**src/rtl/sc_seq_pkg.sv**
```systemverilog
package sc_seq_pkg;
  typedef enum logic [3:0] {
    S_IDLE = 4'd0,
    S_RAMP = 4'd1,
    S_IO   = 4'd2,
    S_CLK  = 4'd3,
    S_HCLK = 4'd4,
    S_ON   = 4'd5,
    S_DRST = 4'd6,
    S_DCLK = 4'd7,
    S_DIO  = 4'd8
  } seq_state_e;

  function automatic logic is_activating(seq_state_e s);
    return (s == S_RAMP) || (s == S_IO) || (s == S_CLK) ||
           (s == S_HCLK) || (s == S_ON);
  endfunction

  function automatic int unsigned max6(int unsigned a, int unsigned b,
                                       int unsigned c, int unsigned d,
                                       int unsigned e, int unsigned f);
    int unsigned m;
    m = a;
    if (b > m) m = b;
    if (c > m) m = c;
    if (d > m) m = d;
    if (e > m) m = e;
    if (f > m) m = f;
    return m;
  endfunction
endpackage

```
**src/rtl/sc_step_timer.sv**
```systemverilog
module sc_step_timer #(
  parameter int TW = 8
) (
  input  logic          clk,
  input  logic          rst_n,
  input  logic          load,
  input  logic [TW-1:0] load_val,
  output logic          zero
);
  logic [TW-1:0] cnt;

  always_ff @(posedge clk or negedge rst_n) begin
    if (!rst_n) begin
      cnt <= '0;
    end else if (load) begin
      cnt <= load_val;
    end else if (cnt != '0) begin
      cnt <= cnt - 1'b1;
    end
  end

  assign zero = (cnt == '0);

  // A count sits at zero once it is loaded with zero, and it never wraps below zero.
  p_no_underflow_r6: assert property (@(posedge clk) disable iff (!rst_n)
    (!load && zero) |=> zero);
endmodule

```
**src/rtl/sc_seq_fsm.sv**
```systemverilog
module sc_seq_fsm
  import sc_seq_pkg::*;
#(
  parameter int IO_TO_CLK  = 25,
  parameter int CLK_TO_RST = 25,
  parameter int RST_WINDOW = 10000,
  parameter int RST_TO_CLK = 600,
  parameter int CLK_TO_IO  = 600,
  parameter int IO_TO_VCC  = 600,
  parameter int TW         = 15
) (
  input  logic          clk,
  input  logic          rst_n,
  input  logic          cmd_n,
  input  logic          host_rst,
  input  logic          card_present,
  input  logic          supply_good,
  input  logic          fault,
  input  logic          t_zero,
  output logic          t_load,
  output logic [TW-1:0] t_val,
  output seq_state_e    state,
  output logic          fault_stop
);
  localparam logic [TW-1:0] L_IO_CLK  = TW'(IO_TO_CLK - 1);
  localparam logic [TW-1:0] L_CLK_RST = TW'(CLK_TO_RST - 1);
  localparam logic [TW-1:0] L_WINDOW  = TW'(RST_WINDOW - 1);
  localparam logic [TW-1:0] L_RST_CLK = TW'(RST_TO_CLK - 1);
  localparam logic [TW-1:0] L_CLK_IO  = TW'(CLK_TO_IO - 1);
  localparam logic [TW-1:0] L_IO_VCC  = TW'(IO_TO_VCC - 1);

  seq_state_e state_d;
  logic cmd_q, host_q, host_mode;
  logic start, abort, bad_card, host_fall;

  assign bad_card  = !card_present || fault;
  assign abort     = cmd_n || bad_card;
  assign start     = (state == S_IDLE) && cmd_q && !cmd_n && card_present;
  assign host_fall = host_q && !host_rst;

  always_comb begin
    state_d = state;
    t_load  = 1'b0;
    t_val   = '0;
    if (is_activating(state) && abort) begin
      state_d = S_DRST;
      t_load  = 1'b1;
      t_val   = L_RST_CLK;
    end else begin
      unique case (state)
        S_IDLE: if (start) state_d = S_RAMP;
        S_RAMP: if (supply_good) begin
          state_d = S_IO;
          t_load  = 1'b1;
          t_val   = host_mode ? L_WINDOW : L_IO_CLK;
        end
        S_IO: begin
          if (host_mode) begin
            if (t_zero)         state_d = S_ON;
            else if (host_fall) state_d = S_HCLK;
          end else if (t_zero) begin
            state_d = S_CLK;
            t_load  = 1'b1;
            t_val   = L_CLK_RST;
          end
        end
        S_CLK:  if (t_zero) state_d = S_ON;
        S_HCLK: if (t_zero) state_d = S_ON;
        S_ON:   state_d = S_ON;
        S_DRST: if (t_zero) begin
          state_d = S_DCLK;
          t_load  = 1'b1;
          t_val   = L_CLK_IO;
        end
        S_DCLK: if (t_zero) begin
          state_d = S_DIO;
          t_load  = 1'b1;
          t_val   = L_IO_VCC;
        end
        S_DIO:  if (t_zero) state_d = S_IDLE;
        default: state_d = S_IDLE;
      endcase
    end
  end

  always_ff @(posedge clk or negedge rst_n) begin
    if (!rst_n) begin
      state      <= S_IDLE;
      cmd_q      <= 1'b0;
      host_q     <= 1'b0;
      host_mode  <= 1'b0;
      fault_stop <= 1'b0;
    end else begin
      state  <= state_d;
      cmd_q  <= cmd_n;
      host_q <= host_rst;
      if (start) begin
        host_mode  <= host_rst;
        fault_stop <= 1'b0;
      end else if (is_activating(state) && bad_card) begin
        fault_stop <= 1'b1;
      end
    end
  end

  // a removal or a fault during activation or a session goes straight to teardown.
  p_fault_abort_r7: assert property (@(posedge clk) disable iff (!rst_n)
    (is_activating(state) && bad_card) |=> (state == S_DRST && fault_stop));

  // a teardown never returns to an activation state before it reaches idle.
  p_teardown_forward_r6: assert property (@(posedge clk) disable iff (!rst_n)
    (state == S_DRST || state == S_DCLK || state == S_DIO) |=> !is_activating(state));
endmodule

```
**src/rtl/sc_contact_drive.sv**
```systemverilog
module sc_contact_drive
  import sc_seq_pkg::*;
(
  input  logic       clk,
  input  logic       rst_n,
  input  seq_state_e state,
  input  logic       host_rst,
  output logic       vcc_en,
  output logic       io_en,
  output logic       clk_en,
  output logic       card_rst,
  output logic       in_session
);
  logic io_live, clk_live, io_ran, clk_ran;

  assign io_live  = state inside {S_IO, S_CLK, S_HCLK, S_ON};
  assign clk_live = state inside {S_CLK, S_HCLK, S_ON};

  always_ff @(posedge clk or negedge rst_n) begin
    if (!rst_n) begin
      io_ran  <= 1'b0;
      clk_ran <= 1'b0;
    end else if (state == S_IDLE) begin
      io_ran  <= 1'b0;
      clk_ran <= 1'b0;
    end else begin
      if (io_live)  io_ran  <= 1'b1;
      if (clk_live) clk_ran <= 1'b1;
    end
  end

  assign vcc_en     = (state != S_IDLE);
  assign io_en      = io_live || ((state == S_DRST || state == S_DCLK) && io_ran);
  assign clk_en     = clk_live || ((state == S_DRST) && clk_ran);
  assign card_rst   = (state == S_ON) && host_rst;
  assign in_session = is_activating(state);

  // each contact only runs while the one it depends on is up.
  p_io_needs_vcc_r2: assert property (@(posedge clk) disable iff (!rst_n)
    io_en |-> vcc_en);
  p_clk_needs_io_r3: assert property (@(posedge clk) disable iff (!rst_n)
    clk_en |-> io_en);
  p_rst_needs_clk_r3: assert property (@(posedge clk) disable iff (!rst_n)
    card_rst |-> clk_en);
endmodule

```
**src/rtl/sc_activation_seq.sv**
```systemverilog
module sc_activation_seq
  import sc_seq_pkg::*;
#(
  parameter int IO_TO_CLK  = 25,
  parameter int CLK_TO_RST = 25,
  parameter int RST_WINDOW = 10000,
  parameter int RST_TO_CLK = 600,
  parameter int CLK_TO_IO  = 600,
  parameter int IO_TO_VCC  = 600
) (
  input  logic clk,
  input  logic rst_n,
  input  logic cmd_n,
  input  logic host_rst,
  input  logic card_present,
  input  logic supply_good,
  input  logic fault,
  output logic vcc_en,
  output logic io_en,
  output logic clk_en,
  output logic card_rst,
  output logic in_session,
  output logic fault_stop
);
  localparam int unsigned LONGEST = max6(IO_TO_CLK, CLK_TO_RST, RST_WINDOW,
                                         RST_TO_CLK, CLK_TO_IO, IO_TO_VCC);
  localparam int TW = $clog2(LONGEST) + 1;

  seq_state_e    state;
  logic          t_load, t_zero;
  logic [TW-1:0] t_val;

  sc_step_timer #(.TW(TW)) u_timer (
    .clk(clk), .rst_n(rst_n), .load(t_load), .load_val(t_val), .zero(t_zero)
  );

  sc_seq_fsm #(
    .IO_TO_CLK(IO_TO_CLK), .CLK_TO_RST(CLK_TO_RST), .RST_WINDOW(RST_WINDOW),
    .RST_TO_CLK(RST_TO_CLK), .CLK_TO_IO(CLK_TO_IO), .IO_TO_VCC(IO_TO_VCC), .TW(TW)
  ) u_fsm (
    .clk(clk), .rst_n(rst_n), .cmd_n(cmd_n), .host_rst(host_rst),
    .card_present(card_present), .supply_good(supply_good), .fault(fault),
    .t_zero(t_zero), .t_load(t_load), .t_val(t_val), .state(state),
    .fault_stop(fault_stop)
  );

  sc_contact_drive u_drive (
    .clk(clk), .rst_n(rst_n), .state(state), .host_rst(host_rst),
    .vcc_en(vcc_en), .io_en(io_en), .clk_en(clk_en), .card_rst(card_rst),
    .in_session(in_session)
  );

  // the supply turns on only after a high-to-low command with a card present.
  p_start_edge_r1: assert property (@(posedge clk) disable iff (!rst_n)
    $rose(vcc_en) |-> ($past(!cmd_n) && $past(cmd_n, 2) && $past(card_present)));

  // the supply goes off only after the I/O lines are already off.
  p_vcc_last_r6: assert property (@(posedge clk) disable iff (!rst_n)
    $fell(vcc_en) |-> $past(!io_en));
endmodule

```
**config.mk**
```make
export PLATFORM = sky130hd
export DESIGN_NAME = sc_activation_seq
export DESIGN_NICKNAME = d
export VERILOG_FILES = /design/src/rtl/sc_seq_pkg.sv /design/src/rtl/sc_step_timer.sv /design/src/rtl/sc_seq_fsm.sv /design/src/rtl/sc_contact_drive.sv /design/src/rtl/sc_activation_seq.sv
export SDC_FILE = /design/constraint.sdc
export NUM_CORES = 1
export LEC_CHECK = 0
export ABC_CLOCK_PERIOD_IN_PS = 6300
export BUFFER_PORTS_ARGS = -buffer_cell sky130_fd_sc_hd__buf_4
export CAP_MARGIN = 0
export CORE_ASPECT_RATIO = 1.2
export CORE_MARGIN = 5
export CORE_UTILIZATION = 55
export CTS_CLUSTER_DIAMETER = 150
export DETAILED_ROUTE_END_ITERATION = 10
export PLACE_DENSITY_LB_ADDON = 0.05
export SKIP_CTS_REPAIR_TIMING = 1
export SYNTH_ARGS = -nofsm -noshare
export SYNTH_HDL_FRONTEND = slang
export SYNTH_SLANG_ARGS = --single-unit
```
**constraint.sdc**
```tcl
create_clock -name clk -period 6.3 [get_ports clk]
set_input_delay 0.315 -clock clk [delete_from_list [all_inputs] [get_ports clk]]
set_output_delay 0.315 -clock clk [all_outputs]
set_load 0.02 [all_outputs]
```
==> flow_metrics.env <==
export IMPL_dieHeight_um=69.3
export IMPL_ys_ff_latch=25
export IMPL_max_stage_delay_ns=0.64
export IMPL_finalWeightedCongestion=0.874
export IMPL_ys_warn_count=0
export IMPL_critPathSlowestCell="nor4_1"
export IMPL_synth_most_common_cell="dfrtp_1"
export IMPL_fin_crit_sh=0.398
export IMPL_start_kind="register"
export IMPL_drtIter0Drc=86
export IMPL_drv_slew=0
export IMPL_synth_seq_area_share=0.388
export IMPL_start_util=0.573
export IMPL_fin_skew_ns=0.00322
export IMPL_core_area_um2=2810
export IMPL_clock_fmax_mhz=399
export IMPL_synth_edf_count=0
export IMPL_dr_pass1_iters=4
export IMPL_ir_worst_vdd_mv=0.283
export IMPL_path_class="reg -> reg"
export IMPL_syn_num_nets=187
export IMPL_clockRootBuffer="clkbuf_4"
export IMPL_antenna_cells=0
export IMPL_overflow=0
export IMPL_ys_top_cells_by_count="dfrtp_1 (25), o21ai_0 (12), nor3_1 (11), nand3_1 (10), nor2_1 (10)"
export IMPL_cts_made_buffers=3
export IMPL_period_minus_slack_ns=2.51
export IMPL_antenna_found_initial=0
export IMPL_grt_pass1_wl_um=6250
export IMPL_fill_cells=226
export IMPL_setup_violations=0
export IMPL_clkLatencyLatePin_ns=0.32
export IMPL_critPathRequiredTime_ns=6.56
export IMPL_path_buf_inv=1
export IMPL_ant_nets=0
export IMPL_syn_area_per_cell_um2=9.00
export IMPL_vias=1448
export IMPL_grt_pass1_vias=1354
export IMPL_grt_total_usage=0.193
export IMPL_syn_cell_area_um2=1610
export IMPL_cts_buffer_depth=2
export IMPL_die_area_um2=4120
export IMPL_dp_hpwl_um=2740
export IMPL_dieWidth_um=59.4
export IMPL_endpoint_kind="register"
export IMPL_rsz0062_at_grt="no"
export IMPL_cpLargestDelayFamily="simple AND/OR/NAND/NOR gates"
export IMPL_tightestPinTransition_ns=0.994
export IMPL_finalWirelength_um=3710
export IMPL_dp_cells=215
export IMPL_setup_tns_final_ns=0
export IMPL_async_reset_ff_frac=1.00
export IMPL_io_pins=13
export IMPL_cts_htree_levels=1
export IMPL_via_per_inst=6.58
export IMPL_outcome="finished clean"
export IMPL_drc_errors=0
export IMPL_synth_area_leaders="dfrtp_1 (39%), o21ai_0 (3.7%), nor3_1 (3.4%)"
export IMPL_ys_flop_type="dfrtp_1"
export IMPL_yosysTopAreaCell="dfrtp_1"
export IMPL_worstPathArrival_ns=2.77
export IMPL_portBuffers=12
export IMPL_p_leak_uw=0.000687
export IMPL_p_per_area_nw_per_um2=371
export IMPL_path_clk_slew_ns=0.13
export IMPL_synthDistinctLibCells=55
export IMPL_finalNetCount=195
export IMPL_slew_headroom=0.329
export IMPL_area_delta_synth_final_pct=7.76
export IMPL_cts_sinks=25
export IMPL_rows=21
export IMPL_worstPathMaxFanout=8
export IMPL_layout_drive_gt1_share=0.140
export IMPL_final_hold_viol_count=0
export IMPL_cts_tree="built"
export IMPL_grt_max_degree=26
export IMPL_synth_top_area_share=0.388
export IMPL_synthCells=179
export IMPL_final_cells=220
export IMPL_wire_per_inst_um=16.9
export IMPL_hold_path_class="in -> reg"
export IMPL_cp_cell_sequence="inv_1 > ha_1 > or3b_1 > nor4_1 > a41o_1 > o41a_1"
export IMPL_drv_cap=0
==> placed cells by master (no fill, tap or decap), types with 2 or more instances in the layout <==
cell type,netlist,layout
a211oi_1,5,5
a21oi_1,8,8
nand3_1,10,10
nor3_1,11,11
nor2b_1,3,3
xnor2_1,3,3
clkbuf_4,0,3
nor4_1,3,3
buf_4,0,13
o21ai_0,12,12
o31ai_1,3,3
xor2_1,4,4
nand2_1,8,8
o211ai_1,5,5
nand3b_1,2,2
nand2b_1,3,3
inv_1,6,6
mux2i_1,2,2
or4_1,6,6
or3_1,3,3
or4_4,2,2
dfrtp_1,25,25
o22ai_1,3,3
o221ai_1,3,3
nor2_1,10,10
==> worst reg2reg max path, cell delays in order, from the launching register on <==
cell and delay, ns:
dfrtp_1 0.43, inv_1 0.09, ha_1 0.17, or3b_1 0.48, nor4_1 0.64, a41o_1 0.44
o41a_1 0.20
==> per-layer routing <==
layer / global-route usage / share of wire / up-vias
met5: 0 / 0 / -
met2: 0.318 / 0.52 / 45
met3: 0.0242 / 0.045 / 4
met4: 0.0655 / 0.0097 / 0
met1: 0.252 / 0.42 / 693
li1: - / - / 706
==> cells by family after synthesis <==
logic type | synth area share
buffers and inverters | 0.0458
xor gates and xnor gates | 0.0380
AOI/OAI and AO/OA | 0.241
DFF | 0.388
adders and majority gates | 0.00776
muxes | 0.0194
and+or+nand+nor | 0.259
==> through the flow <==
stage / hold WS [ns] / area [um2] / power [uW] / setup slack, ns / utilization
CTS: -0.121 / 1730 / 645 / 3.82 / 0.614
detailed placement: 0.238 / 1700 / 570 / 3.85 / 0.605
floorplan: 0.0194 / 1610 / 497 / 4.12 / -
global route: 0.0910 / 1740 / 695 / 3.60 / 0.618
global placement: 0.233 / 1700 / 565 / 3.88 / 0.605
finish: 0.111 / 1740 / 645 / 3.79 / 0.618
==> sequential cells by signal, indices dropped and copies added (netlist names) <==
signal	flops
u_timer.cnt	15
u_fsm.cmd_q	1
u_drive.io_ran	1
u_fsm.fault_stop	1
u_drive.clk_ran	1
u_fsm.host_mode	1
u_fsm.state	4
u_fsm.host_q	1
==> report_power, final <==
part | switching (uW) | internal (uW)
clock network | 47.1 | 24.8
logic | 168 | 132
registers | 71.6 | 201
==> area by class of cell <==
cell class                      count  area [um2]  share of cell area
Clock buffer                        4        26.3              0.0151
Multi-Input combinational cell    137         912               0.525
Inverter                            6        22.5              0.0130
Sequential cell                    25         626               0.360
Tap cell                           34        42.5              0.0245
Timing Repair Buffer               14         108              0.0620
==> path summary, 6_finish.rpt <==
check                           depth (start not counted)  slack, ns                       start                          to
worst max-delay path                                    6       3.79  u_timer.cnt[1]$_DFFE_PN0P_  u_timer.cnt[4]$_DFFE_PN0P_
worst min-delay path                                    1       0.11                       cmd_n       u_fsm.cmd_q$_DFF_PN0_
worst max register to register                          6       3.79  u_timer.cnt[1]$_DFFE_PN0P_  u_timer.cnt[4]$_DFFE_PN0P_
worst min register to register                          2       0.58  u_drive.io_ran$_DFFE_PN0P_  u_drive.io_ran$_DFFE_PN0P_
max in group asynchronous                               2       5.64                       rst_n       u_fsm.cmd_q$_DFF_PN0_
min in group asynchronous                               2       0.42                       rst_n  u_timer.cnt[9]$_DFFE_PN0P_
No activity file was read; power rests on OpenSTA's default activity.
